## src/rtl/ostmr_pkg.sv

```systemverilog
`timescale 1ns/1ps
package ostmr_pkg;
  localparam int unsigned NUM_TMR   = 2;
  localparam int unsigned STAT_BITS = NUM_TMR + 1;
  localparam int unsigned CTL_BITS  = 2;

  localparam int unsigned OFS_STAMP = 32'h00;
  localparam int unsigned OFS_STAT  = 32'h20;

  typedef enum logic {
    MODE_REPEAT = 1'b0,
    MODE_SINGLE = 1'b1
  } tmr_mode_e;

  // timers sit in pairs of words: count then reload
  function automatic int unsigned cur_ofs(int unsigned idx);
    return 32'h04 + 32'h08 * idx;
  endfunction

  function automatic int unsigned rld_ofs(int unsigned idx);
    return 32'h08 + 32'h08 * idx;
  endfunction
endpackage

```

## src/rtl/ostmr_stamp.sv

```systemverilog
`timescale 1ns/1ps
module ostmr_stamp #(
  parameter int unsigned W = 32
) (
  input  logic         clk_i,
  input  logic         rst_i,
  input  logic         wr_i,
  input  logic [W-1:0] wd_i,
  output logic [W-1:0] val_o,
  output logic         wrap_o
);
  logic [W-1:0] val_q;

  always_ff @(posedge clk_i) begin
    if (rst_i)     val_q <= '0;
    else if (wr_i) val_q <= wd_i;
    else           val_q <= val_q + W'(1);
  end

  assign val_o  = val_q;
  assign wrap_o = !wr_i && (val_q == '1);


  stamp_step_chk: assert property (@(posedge clk_i) disable iff (rst_i)
    !wr_i |=> val_o == $past(val_o) + W'(1));


  stamp_load_chk: assert property (@(posedge clk_i) disable iff (rst_i)
    wr_i |=> val_o == $past(wd_i));
endmodule

```

## src/rtl/ostmr_down.sv

```systemverilog
`timescale 1ns/1ps
module ostmr_down
  import ostmr_pkg::*;
#(
  parameter int unsigned W = 32
) (
  input  logic         clk_i,
  input  logic         rst_i,
  input  logic         wr_i,
  input  logic [W-1:0] wd_i,
  output logic [W-1:0] cnt_o,
  output logic [W-1:0] ctl_o,
  output logic         expire_o
);
  logic [W-1:0] rld_q, cnt_q;
  logic [W-1:0] rld_base, wd_base;
  logic         run, single;

  assign run      = rld_q[0];
  assign single   = (tmr_mode_e'(rld_q[1]) == MODE_SINGLE);
  assign rld_base = {rld_q[W-1:CTL_BITS], {CTL_BITS{1'b0}}};
  assign wd_base  = {wd_i[W-1:CTL_BITS], {CTL_BITS{1'b0}}};
  assign expire_o = run && !wr_i && (cnt_q <= W'(1));

  always_ff @(posedge clk_i) begin
    if (rst_i) begin
      rld_q <= '0;
      cnt_q <= '0;
    end else if (wr_i) begin
      rld_q <= wd_i;
      if (wd_i[0]) cnt_q <= wd_base;
    end else if (expire_o) begin
      if (single) begin
        rld_q[0] <= 1'b0;
        cnt_q    <= '0;
      end else begin
        cnt_q <= rld_base;
      end
    end else if (run) begin
      cnt_q <= cnt_q - W'(1);
    end
  end

  assign cnt_o = cnt_q;
  assign ctl_o = rld_q;


  dn_step_chk: assert property (@(posedge clk_i) disable iff (rst_i)
    (run && !wr_i && cnt_q > W'(1)) |=> cnt_q == $past(cnt_q) - W'(1));


  dn_single_stop_chk: assert property (@(posedge clk_i) disable iff (rst_i)
    (expire_o && single) |=> (!ctl_o[0] && cnt_o == '0));


  dn_repeat_chk: assert property (@(posedge clk_i) disable iff (rst_i)
    (expire_o && !single) |=> cnt_o == $past(rld_base));


  dn_hold_chk: assert property (@(posedge clk_i) disable iff (rst_i)
    (!run && !wr_i) |=> $stable(cnt_o));
endmodule

```

## src/rtl/dual_os_timer.sv

```systemverilog
`timescale 1ns/1ps
module dual_os_timer
  import ostmr_pkg::*;
#(
  parameter int unsigned ADDR_W = 8,
  parameter int unsigned CNT_W  = 32
) (
  input  logic              clk_i,
  input  logic              rst_i,
  input  logic [ADDR_W-1:0] bus_addr_i,
  input  logic              bus_wr_i,
  input  logic [CNT_W-1:0]  bus_wdata_i,
  output logic [CNT_W-1:0]  bus_rdata_o,
  output logic              irq_o
);
  localparam logic [ADDR_W-1:0] A_STAMP = ADDR_W'(OFS_STAMP);
  localparam logic [ADDR_W-1:0] A_STAT  = ADDR_W'(OFS_STAT);

  logic [CNT_W-1:0]     stamp;
  logic                 stamp_wrap;
  logic [CNT_W-1:0]     tcnt [NUM_TMR];
  logic [CNT_W-1:0]     tctl [NUM_TMR];
  logic [NUM_TMR-1:0]   texp;
  logic [STAT_BITS-1:0] pend_q, set_vec, clr_vec;

  ostmr_stamp #(.W(CNT_W)) u_stamp (
    .clk_i  (clk_i),
    .rst_i  (rst_i),
    .wr_i   (bus_wr_i && bus_addr_i == A_STAMP),
    .wd_i   (bus_wdata_i),
    .val_o  (stamp),
    .wrap_o (stamp_wrap)
  );

  for (genvar t = 0; t < NUM_TMR; t++) begin : g_tmr
    localparam logic [ADDR_W-1:0] A_RLD = ADDR_W'(rld_ofs(t));
    ostmr_down #(.W(CNT_W)) u_down (
      .clk_i    (clk_i),
      .rst_i    (rst_i),
      .wr_i     (bus_wr_i && bus_addr_i == A_RLD),
      .wd_i     (bus_wdata_i),
      .cnt_o    (tcnt[t]),
      .ctl_o    (tctl[t]),
      .expire_o (texp[t])
    );
  end

  assign set_vec = {stamp_wrap, texp};
  assign clr_vec = (bus_wr_i && bus_addr_i == A_STAT) ? bus_wdata_i[STAT_BITS-1:0] : '0;

  always_ff @(posedge clk_i) begin
    if (rst_i) pend_q <= '0;
    else       pend_q <= (pend_q & ~clr_vec) | set_vec;
  end

  assign irq_o = |pend_q;

  always_comb begin
    bus_rdata_o = '0;
    if (bus_addr_i == A_STAMP) bus_rdata_o = stamp;
    if (bus_addr_i == A_STAT)  bus_rdata_o = CNT_W'(pend_q);
    for (int t = 0; t < NUM_TMR; t++) begin
      if (bus_addr_i == ADDR_W'(cur_ofs(t))) bus_rdata_o = tcnt[t];
      if (bus_addr_i == ADDR_W'(rld_ofs(t))) bus_rdata_o = tctl[t];
    end
  end


  set_wins_chk: assert property (@(posedge clk_i) disable iff (rst_i)
    (set_vec != '0) |=> (pend_q & $past(set_vec)) == $past(set_vec));


  clear_chk: assert property (@(posedge clk_i) disable iff (rst_i)
    (clr_vec != '0 && set_vec == '0) |=> (pend_q & $past(clr_vec)) == '0);


  irq_rise_chk: assert property (@(posedge clk_i) disable iff (rst_i)
    $rose(irq_o) |-> $past(set_vec != '0));
endmodule

```

## config.mk

```make
export PLATFORM = sky130hd
export DESIGN_NAME = dual_os_timer
export DESIGN_NICKNAME = d
export VERILOG_FILES = /design/src/rtl/ostmr_pkg.sv /design/src/rtl/ostmr_stamp.sv /design/src/rtl/ostmr_down.sv /design/src/rtl/dual_os_timer.sv
export SDC_FILE = /design/constraint.sdc
export NUM_CORES = 1
export LEC_CHECK = 0
export BUFFER_PORTS_ARGS = -buffer_cell sky130_fd_sc_hd__buf_2
export CAP_MARGIN = 20
export CORE_UTILIZATION = 42
export DETAILED_ROUTE_END_ITERATION = 10
export HOLD_SLACK_MARGIN = 0.03
export PLACE_DENSITY_LB_ADDON = 0.25
export SYNTH_ARGS = -nofsm -noshare
export SYNTH_HDL_FRONTEND = slang
export SYNTH_SLANG_ARGS = --single-unit
```

## constraint.sdc

```tcl
create_clock -name clk_i -period 3.1 [get_ports clk_i]
set_input_delay 0.31 -clock clk_i [delete_from_list [all_inputs] [get_ports clk_i]]
set_output_delay 0.31 -clock clk_i [all_outputs]
set_load 0.1 [all_outputs]
```

# Word level (Yosys, flattened, before mapping)
# Cells that the tools add are included.
[classes]
bitwise = 3
eq_ne = 8
order_cmp = 2
n_addsub = 3
mux = 23
reduce_logical = 24
[op_table]
columns = ["operator", "count"]
rows = [
  ["$mux 32", 16],
  ["$le 32x1->1 const B", 2],
  ["$sub 32x1->32 const B", 2],
  ["$add 32x1->32 const B", 1],
  ["$eq 32x32->1 const B", 1],
  ["$eq 8x4->1 const B", 2],
  ["$logic_and 1x1->1", 9],
  ["$eq 8x3->1 const B", 1],
  ["$eq 8x5->1 const B", 1],
  ["$eq 8x6->1 const B", 1],
  ["$logic_not 8->1", 1],
  ["$reduce_and 2->1", 4],
  ["$reduce_bool 2->1", 4],
  ["$mux 1", 6],
  ["$reduce_bool 3->1", 2],
  ["$ne 2x2->1 const B", 2],
  ["$and 3x3->3", 1],
  ["$logic_not 1->1", 3],
  ["$mux 3", 1],
  ["$not 3->3", 1],
  ["$or 3x3->3", 1],
  ["$reduce_or 3->1", 1],
]
[word_totals]
out_inout_bits = 33
reg_bits = 163

# Logic depth before layout (Yosys ltp)
# Gate-level depths: netlist of run 1.
[depth]
word_depth = 7
mapped_depth = 10
ltp_nobuf = 8

# Hierarchy
# Synthesis of run 1 repeated with hierarchy kept, for this count alone.
[unflattened]
cells_unflattened = 1219
hier_area_um2 = 10114.7
[by_module_without_submodules]
columns = ["module", "seq_area_each_um2", "area_each_um2", "cells_per_inst", "instances"]
rows = [
  ["ostmr_down (g_tmr[0].u_down)", 1281.2, 3445.8, 433, 1],
  ["ostmr_down (g_tmr[1].u_down)", 1281.2, 3413.3, 424, 1],
  ["ostmr_stamp", 640.6, 1858.0, 234, 1],
  ["dual_os_timer", 60.1, 1397.6, 128, 1],
]

# Worst setup path after synthesis of run 1
# No wires, ideal clock.
[synth_path]
path_type = "input to output"
start = "in bus_addr_i[1]"
end = "out bus_rdata_o[3]"
setup_slack_ns = -0.556
n_path_buf = 2
arrival_time_ns = 3.346
cell_stages = 6
path_cell_list = "or3_1 > clkbuf_1 > nor4b_1 > clkbuf_1 > nand2_1 > a31oi_1"
[synth_via]
elab_chain_cells = 7
word_cells_on_any_way = 12
classes_between = "eq/ne: 5; mux: 6; reduce/logical: 1"
[synth_lines]
columns = ["item", "line_no", "source"]
rows = [
  ["start, declared", "dual_os_timer.sv:10", "input logic [ADDR_W-1:0] bus_addr_i,"],
  ["$logic_not 8->1", "dual_os_timer.sv:60", "if (bus_addr_i == A_STAMP) bus_rdata_o = stamp;"],
  ["$mux 32", "dual_os_timer.sv:60", ""],
  ["$mux 32", "dual_os_timer.sv:61", "if (bus_addr_i == A_STAT) bus_rdata_o = CNT_W'(pend_q);"],
  ["$mux 32", "dual_os_timer.sv:63", "if (bus_addr_i == ADDR_W'(cur_ofs(t))) bus_rdata_o = tcnt[t];"],
  ["$mux 32", "dual_os_timer.sv:64", "if (bus_addr_i == ADDR_W'(rld_ofs(t))) bus_rdata_o = tctl[t];"],
  ["$mux 32", "dual_os_timer.sv:63", ""],
  ["$mux 32 (*)", "dual_os_timer.sv:64", ""],
  ["end, declared", "dual_os_timer.sv:13", "output logic [CNT_W-1:0] bus_rdata_o,"],
]
# Mark *: on every way between the ends. The rest lies on a longest branch, timed or not.

# Worst setup path in the final report of run 1
[layout_path]
start = "in bus_addr_i[5]"
end = "out bus_rdata_o[17]"
# Same word-level chain as after synthesis.

==> flow_summary.json, run 1 <==
{
  "drt_iter0_markers": 1388,
  "vias": 10760,
  "fillers": 2214,
  "tightest_slew_ns": 1.104,
  "layout_common_cells": "nand2_1 (223), dfxtp_1 (163), nor2_1 (102)",
  "viasPerCell": 6.458,
  "yosysWarningCount": 0,
  "gp_congestion": 0.9514,
  "fin_setup_tns_ns": 0,
  "final-max-slew-violation-count": 0,
  "wl_per_cell_um": 22.87,
  "cts-root-buf": "clkbuf_16",
  "synth.net_count": 1332,
  "layout_setup_ws_ns": 0.3037,
  "startpoint_type": "input pin",
  "cts_setup_buffers": 0,
  "pwr_density_cell_nw_per_um2": 377.7,
  "drc": 0,
  "top_level_ports": 76,
  "clkSinkCount": 163,
  "fp.dieH_um": 155.8,
  "cp_num_buf_inv": 4,
  "tritoncts": "yes",
  "dpl.hpwl_um": 27250,
  "synthFlopType": "dfxtp_1",
  "arrival_ns": 2.49,
  "ctsHtreeMaxLevel": 4,
  "critPathMaxStageDelay_ns": 0.81,
  "grt_pass1_wl_um": 58570,
  "slowest_stage": "and4_1",
  "peakVddDrop_v": 0.0002897,
  "final_util": 0.5141,
  "clock_latency_ns": 0.44,
  "max_freq_mhz": 357.6,
  "hold_viol": 0,
  "synth-edff-count": 0,
  "synthCells": 1284,
  "hold_class": "in2reg",
  "crit_fanout": 18,
  "synth_seq_cells": 163,
  "die_area_sq_um": 24280,
  "clock_path_buffers": 2,
  "cp_cell_sequence": "buf_2, nor3_1, buf_4, and4_1, buf_4, a22oi_1, nand2_1, buf_12",
  "core_sq_um": 22920,
  "row_count": 55,
  "p_leak_nw": 4.472,
  "status": "finished, final reports clean",
  "avgSynthCellArea_sq_um": 7.740,
  "routed_wl_um": 38100,
  "pre_cts_slack_ns": 0.3698,
  "cts_resized": 0,
  "dieWidth_um": 155.8,
  "cp.required_ns": 2.79,
  "io_buffers": 75,
  "holdBufCountCts": 0,
  "antenna_found_initial": 1,
  "drv_cap": 0,
  "finalCritPeriodShare": 0.9020,
  "ant_nets": 0,
  "mappedNetlistArea_sq_um": 9938,
  "crit_type": "in2out",
  "setup_violations": 0,
  "initial_core_util": 0.4337,
  "clk_pin_slew_ns": 0.07,
  "ys_types": 75,
  "crit_family": "simple AND/OR/NAND/NOR gates",
  "gr-total-overflow": 0,
  "numCtsBuffers": 17,
  "worst_setup_path_end_kind": "output port",
  "crit_top_cell": "buf_4",
  "fin_nets": 1387,
  "rsz0062_at_grt": "false",
  "r2r_slack_ns": 0.34,
  "grt_pass1_vias": 9783,
  "synth-seq-area-share": 0.3283,
  "syn_to_final_growth_pct": 18.54,
  "grt_max_degree": 85,
  "async_reset_ff_frac": 0,
  "dr.pass1.iters": 6,
  "grt_usage": 0.3186,
  "layout_min_cycle_time_ns": 2.796,
  "max_slew_margin": 0.2637,
  "skew_ns": 0.01175,
  "drive_above_1_share": 0.1546,
  "worst_hold_slack_ns": 0.1711,
  "final_common_cell": "nand2_1",
  "totalPowerFinal_mw": 4.450
}
-- area by class of cell --
type                    instances  area, sq um  area share
diodes                          1        2.502   0.0002124
clock buffers                  18        429.2     0.03643
clock inverters                14        106.4    0.009027
inverters                      16        60.06    0.005098
multi-input cells            1012         6227      0.5286
flip-flops and latches        163         3263      0.2770
well taps                     313        391.6     0.03324
repair buffers                129         1301      0.1105
-- flip-flops by register name, summed over array words and instances, names as in the netlist --
name / flops
pend_q: 3
g_tmr.u_down.cnt_o: 64
g_tmr.u_down.ctl_o: 64
u_stamp.val_o: 32
-- stage by stage --
stage | std cells | cell area (sq um)
2_1_floorplan | 1284 | 9968
3_3_place_gp | 1633 | 11240
3_5_place_dp | 1633 | 11240
4_1_cts | 1665 | 11780
5_1_grt | 1666 | 11780
6_report | 1666 | 11780
-- tightest hold or removal path, delay by kind of cell --
| family | cells | cell delay, ns |
|---|---|---|
| AND/OR/NAND/NOR | 1 | 0.06 |
| AO/OA/AOI/OAI | 1 | 0.05 |
| buffers and inverters | 1 | 0.14 |
-- synthesized netlist by cell type, types with 15 or more instances --
master	count	area (sq um)
nand4_1	22	137.6
o21ai_0	53	265.3
and3_1	33	206.5
nand3_1	31	155.2
a222oi_1	29	290.3
nor3_1	39	195.2
nand2_1	223	837.1
buf_2	17	85.08
a22oi_1	22	165.2
o21ai_1	17	85.08
a31oi_1	16	100.1
nor2_1	102	382.9
xor2_1	41	359.1
a221oi_1	20	175.2
a21oi_1	97	485.5
nor4_1	24	150.1
or3_1	15	93.84
clkbuf_1	63	236.5
dfxtp_1	163	3263
xnor2_1	31	271.5
inv_1	16	60.06
a211oi_1	32	240.2
-- per-layer routing --
layer  vias up  routed length, um  track usage
met2       675              16950       0.4957
met1      5088              15960       0.4388
met3       101               3742      0.05000
met5         -                  0            0
met4         0               1449       0.1275
li1       4895                  -            -
-- final timing paths --
check                                                             from                                endpoint  depth (start not counted)
worst max-delay path                                     bus_addr_i[5]                         bus_rdata_o[17]                          8
worst min-delay path                                    bus_wdata_i[1]   g_tmr[0].u_down.ctl_o[1]$_SDFFE_PP0P_                          3
worst max register to register  g_tmr[0].u_down.cnt_o[25]$_SDFFE_PP0P_  g_tmr[0].u_down.cnt_o[11]$_SDFFE_PP0P_                          6
worst min register to register  g_tmr[0].u_down.ctl_o[17]$_SDFFE_PP0P_  g_tmr[0].u_down.ctl_o[17]$_SDFFE_PP0P_                          2
-- where the power goes --
group	switching, mW	leakage (nW)	internal (mW)
clock network	0.984	0.247	1.03
registers	0.0171	1.31	2.10
logic	0.214	2.91	0.0986
total	1.21	4.47	3.24
-- kinds of logic after synthesis --
kind of cell             Yosys count  share of synthesized area
flip-flops                       163                     0.3283
XOR/XNOR                          72                    0.06345
AND/OR/NAND/NOR                  564                     0.2920
AO/OA/AOI/OAI                    365                     0.2520
multiplexers                       6                   0.006043
buffers and inverters            109                    0.05187
adder cells (fa/ha/maj)            5                   0.006295
Power figures use the tool's default switching activity.
==> run 2: changes to the inputs <==
PLACE_DENSITY = 0.6   (was default)
PLACE_DENSITY_LB_ADDON = default   (was 0.25)
==> flow_summary.json, run 2 (synthesized netlist as in run 1, its figures left out) <==
{
  "rsz0062_at_grt": "false",
  "hold_class": "in2reg",
  "drc": 0,
  "drt_iter0_markers": 1010,
  "antenna_found_initial": 0,
  "multiInputGateArea_sq_um": 6227,
  "startpoint_type": "input pin",
  "drv_cap": 0,
  "skew_ns": 0.01045,
  "clk_pin_slew_ns": 0.07,
  "grt_pass1_vias": 9815,
  "cts_resized": 0,
  "core_sq_um": 22920,
  "die_area_sq_um": 24280,
  "holdBufCountCts": 0,
  "status": "finished, final reports clean",
  "critPathMaxStageDelay_ns": 0.55,
  "fin_setup_tns_ns": 0,
  "dr.pass1.iters": 6,
  "clock_path_buffers": 2,
  "peakVddDrop_v": 0.0002652,
  "p_leak_nw": 4.469,
  "clock_latency_ns": 0.44,
  "totalPowerFinal_mw": 4.524,
  "final_common_cell": "nand2_1",
  "crit_fanout": 32,
  "pwr_density_cell_nw_per_um2": 383.3,
  "fillers": 2215,
  "routed_wl_um": 38090,
  "ctsHtreeMaxLevel": 4,
  "initial_core_util": 0.4337,
  "finalCritPeriodShare": 0.8860,
  "fin_nets": 1380,
  "cts-root-buf": "clkbuf_16",
  "numCtsBuffers": 17,
  "fp.dieH_um": 155.8,
  "arrival_ns": 2.44,
  "clkSinkCount": 163,
  "dieWidth_um": 155.8,
  "cts_setup_buffers": 0,
  "io_buffers": 75,
  "layout_common_cells": "nand2_1 (223), dfxtp_1 (163), nor2_1 (102)",
  "ant_nets": 0,
  "max_slew_margin": 0.2516,
  "row_count": 55,
  "final-max-slew-violation-count": 0,
  "vias": 10570,
  "dpl.hpwl_um": 26830,
  "wl_per_cell_um": 22.99,
  "cp_num_buf_inv": 3,
  "hold_viol": 0,
  "grt_max_degree": 65,
  "crit_type": "in2out",
  "gr-total-overflow": 0,
  "layout_min_cycle_time_ns": 2.747,
  "cp_cell_sequence": "buf_2, or3_1, nor4b_2, buf_12, a222oi_1, nand2_1, o21ai_0, nand2_1, buf_12",
  "diodes": 0,
  "final-seq-area_sq_um": 3263,
  "grt_pass1_wl_um": 58630,
  "worst_hold_slack_ns": 0.1911,
  "slowest_stage": "or3_1",
  "grt_usage": 0.3194,
  "gp_congestion": 0.9190,
  "setup_violations": 0,
  "max_freq_mhz": 364.1,
  "syn_to_final_growth_pct": 18.77,
  "viasPerCell": 6.378,
  "worst_setup_path_end_kind": "output port",
  "top_level_ports": 76,
  "tightest_slew_ns": 1.118,
  "crit_family": "simple AND/OR/NAND/NOR gates",
  "tritoncts": "yes",
  "cp.required_ns": 2.79,
  "drive_above_1_share": 0.1488
}
run 2: final cells by class:
| class | count | share of cell area |
|---|---|---|
| multi-input combinational | 1012 | 0.5276 |
| clock buffer | 21 | 0.03901 |
| sequential | 163 | 0.2764 |
| inverter | 16 | 0.005088 |
| tap | 313 | 0.03318 |
| clock inverter | 10 | 0.008692 |
| timing repair buffer | 122 | 0.1100 |
run 2: where the power goes:
part / switching (mW) / total [mW] / internal, mW
clock network: 0.939 / 2.09 / 1.15
registers: 0.0159 / 2.12 / 2.10
logic: 0.213 / 0.312 / 0.0996
total: 1.17 / 4.52 / 3.36
run 2: per-layer routing:
| metal | vias to the layer above | wire length (um) | global-route usage |
|---|---|---|---|
| li1 | 4887 | - | - |
| met1 | 5048 | 16290 | 0.4322 |
| met2 | 550 | 16820 | 0.4906 |
| met3 | 84 | 3348 | 0.06028 |
| met4 | 0 | 1629 | 0.1457 |
| met5 | - | 0 | 0 |
run 2: worst register-to-register path: cells and delay by family, from the launching register on:
kind | cells | cell delay (ns)
flip-flops | 1 | 0.38
AND/OR/NAND/NOR | 5 | 1.90
AO/OA/AOI/OAI | 1 | 0.34
run 2: path summary, 6_finish.rpt:
kind	from	to	slack (ns)	cells after the start
max	bus_addr_i[1]	bus_rdata_o[12]	0.35	9
min	bus_wdata_i[1]	g_tmr[1].u_down.ctl_o[1]$_SDFFE_PP0P_	0.19	3
max reg2reg	g_tmr[1].u_down.cnt_o[18]$_SDFFE_PP0P_	g_tmr[1].u_down.cnt_o[2]$_SDFFE_PP0P_	0.39	6
min reg2reg	g_tmr[1].u_down.ctl_o[27]$_SDFFE_PP0P_	g_tmr[1].u_down.ctl_o[27]$_SDFFE_PP0P_	0.47	2
run 2: metrics by stage:
step           setup slack [ns]  area (sq um)  instances    util
2_1_floorplan            0.1359          9968       1284       -
3_3_place_gp             0.2779         11240       1626  0.4905
3_5_place_dp             0.2452         11240       1626  0.4905
4_1_cts                  0.3858         11800       1657  0.5151
5_1_grt                 0.09849         11800       1657  0.5151
6_report                 0.3533         11800       1657  0.5151
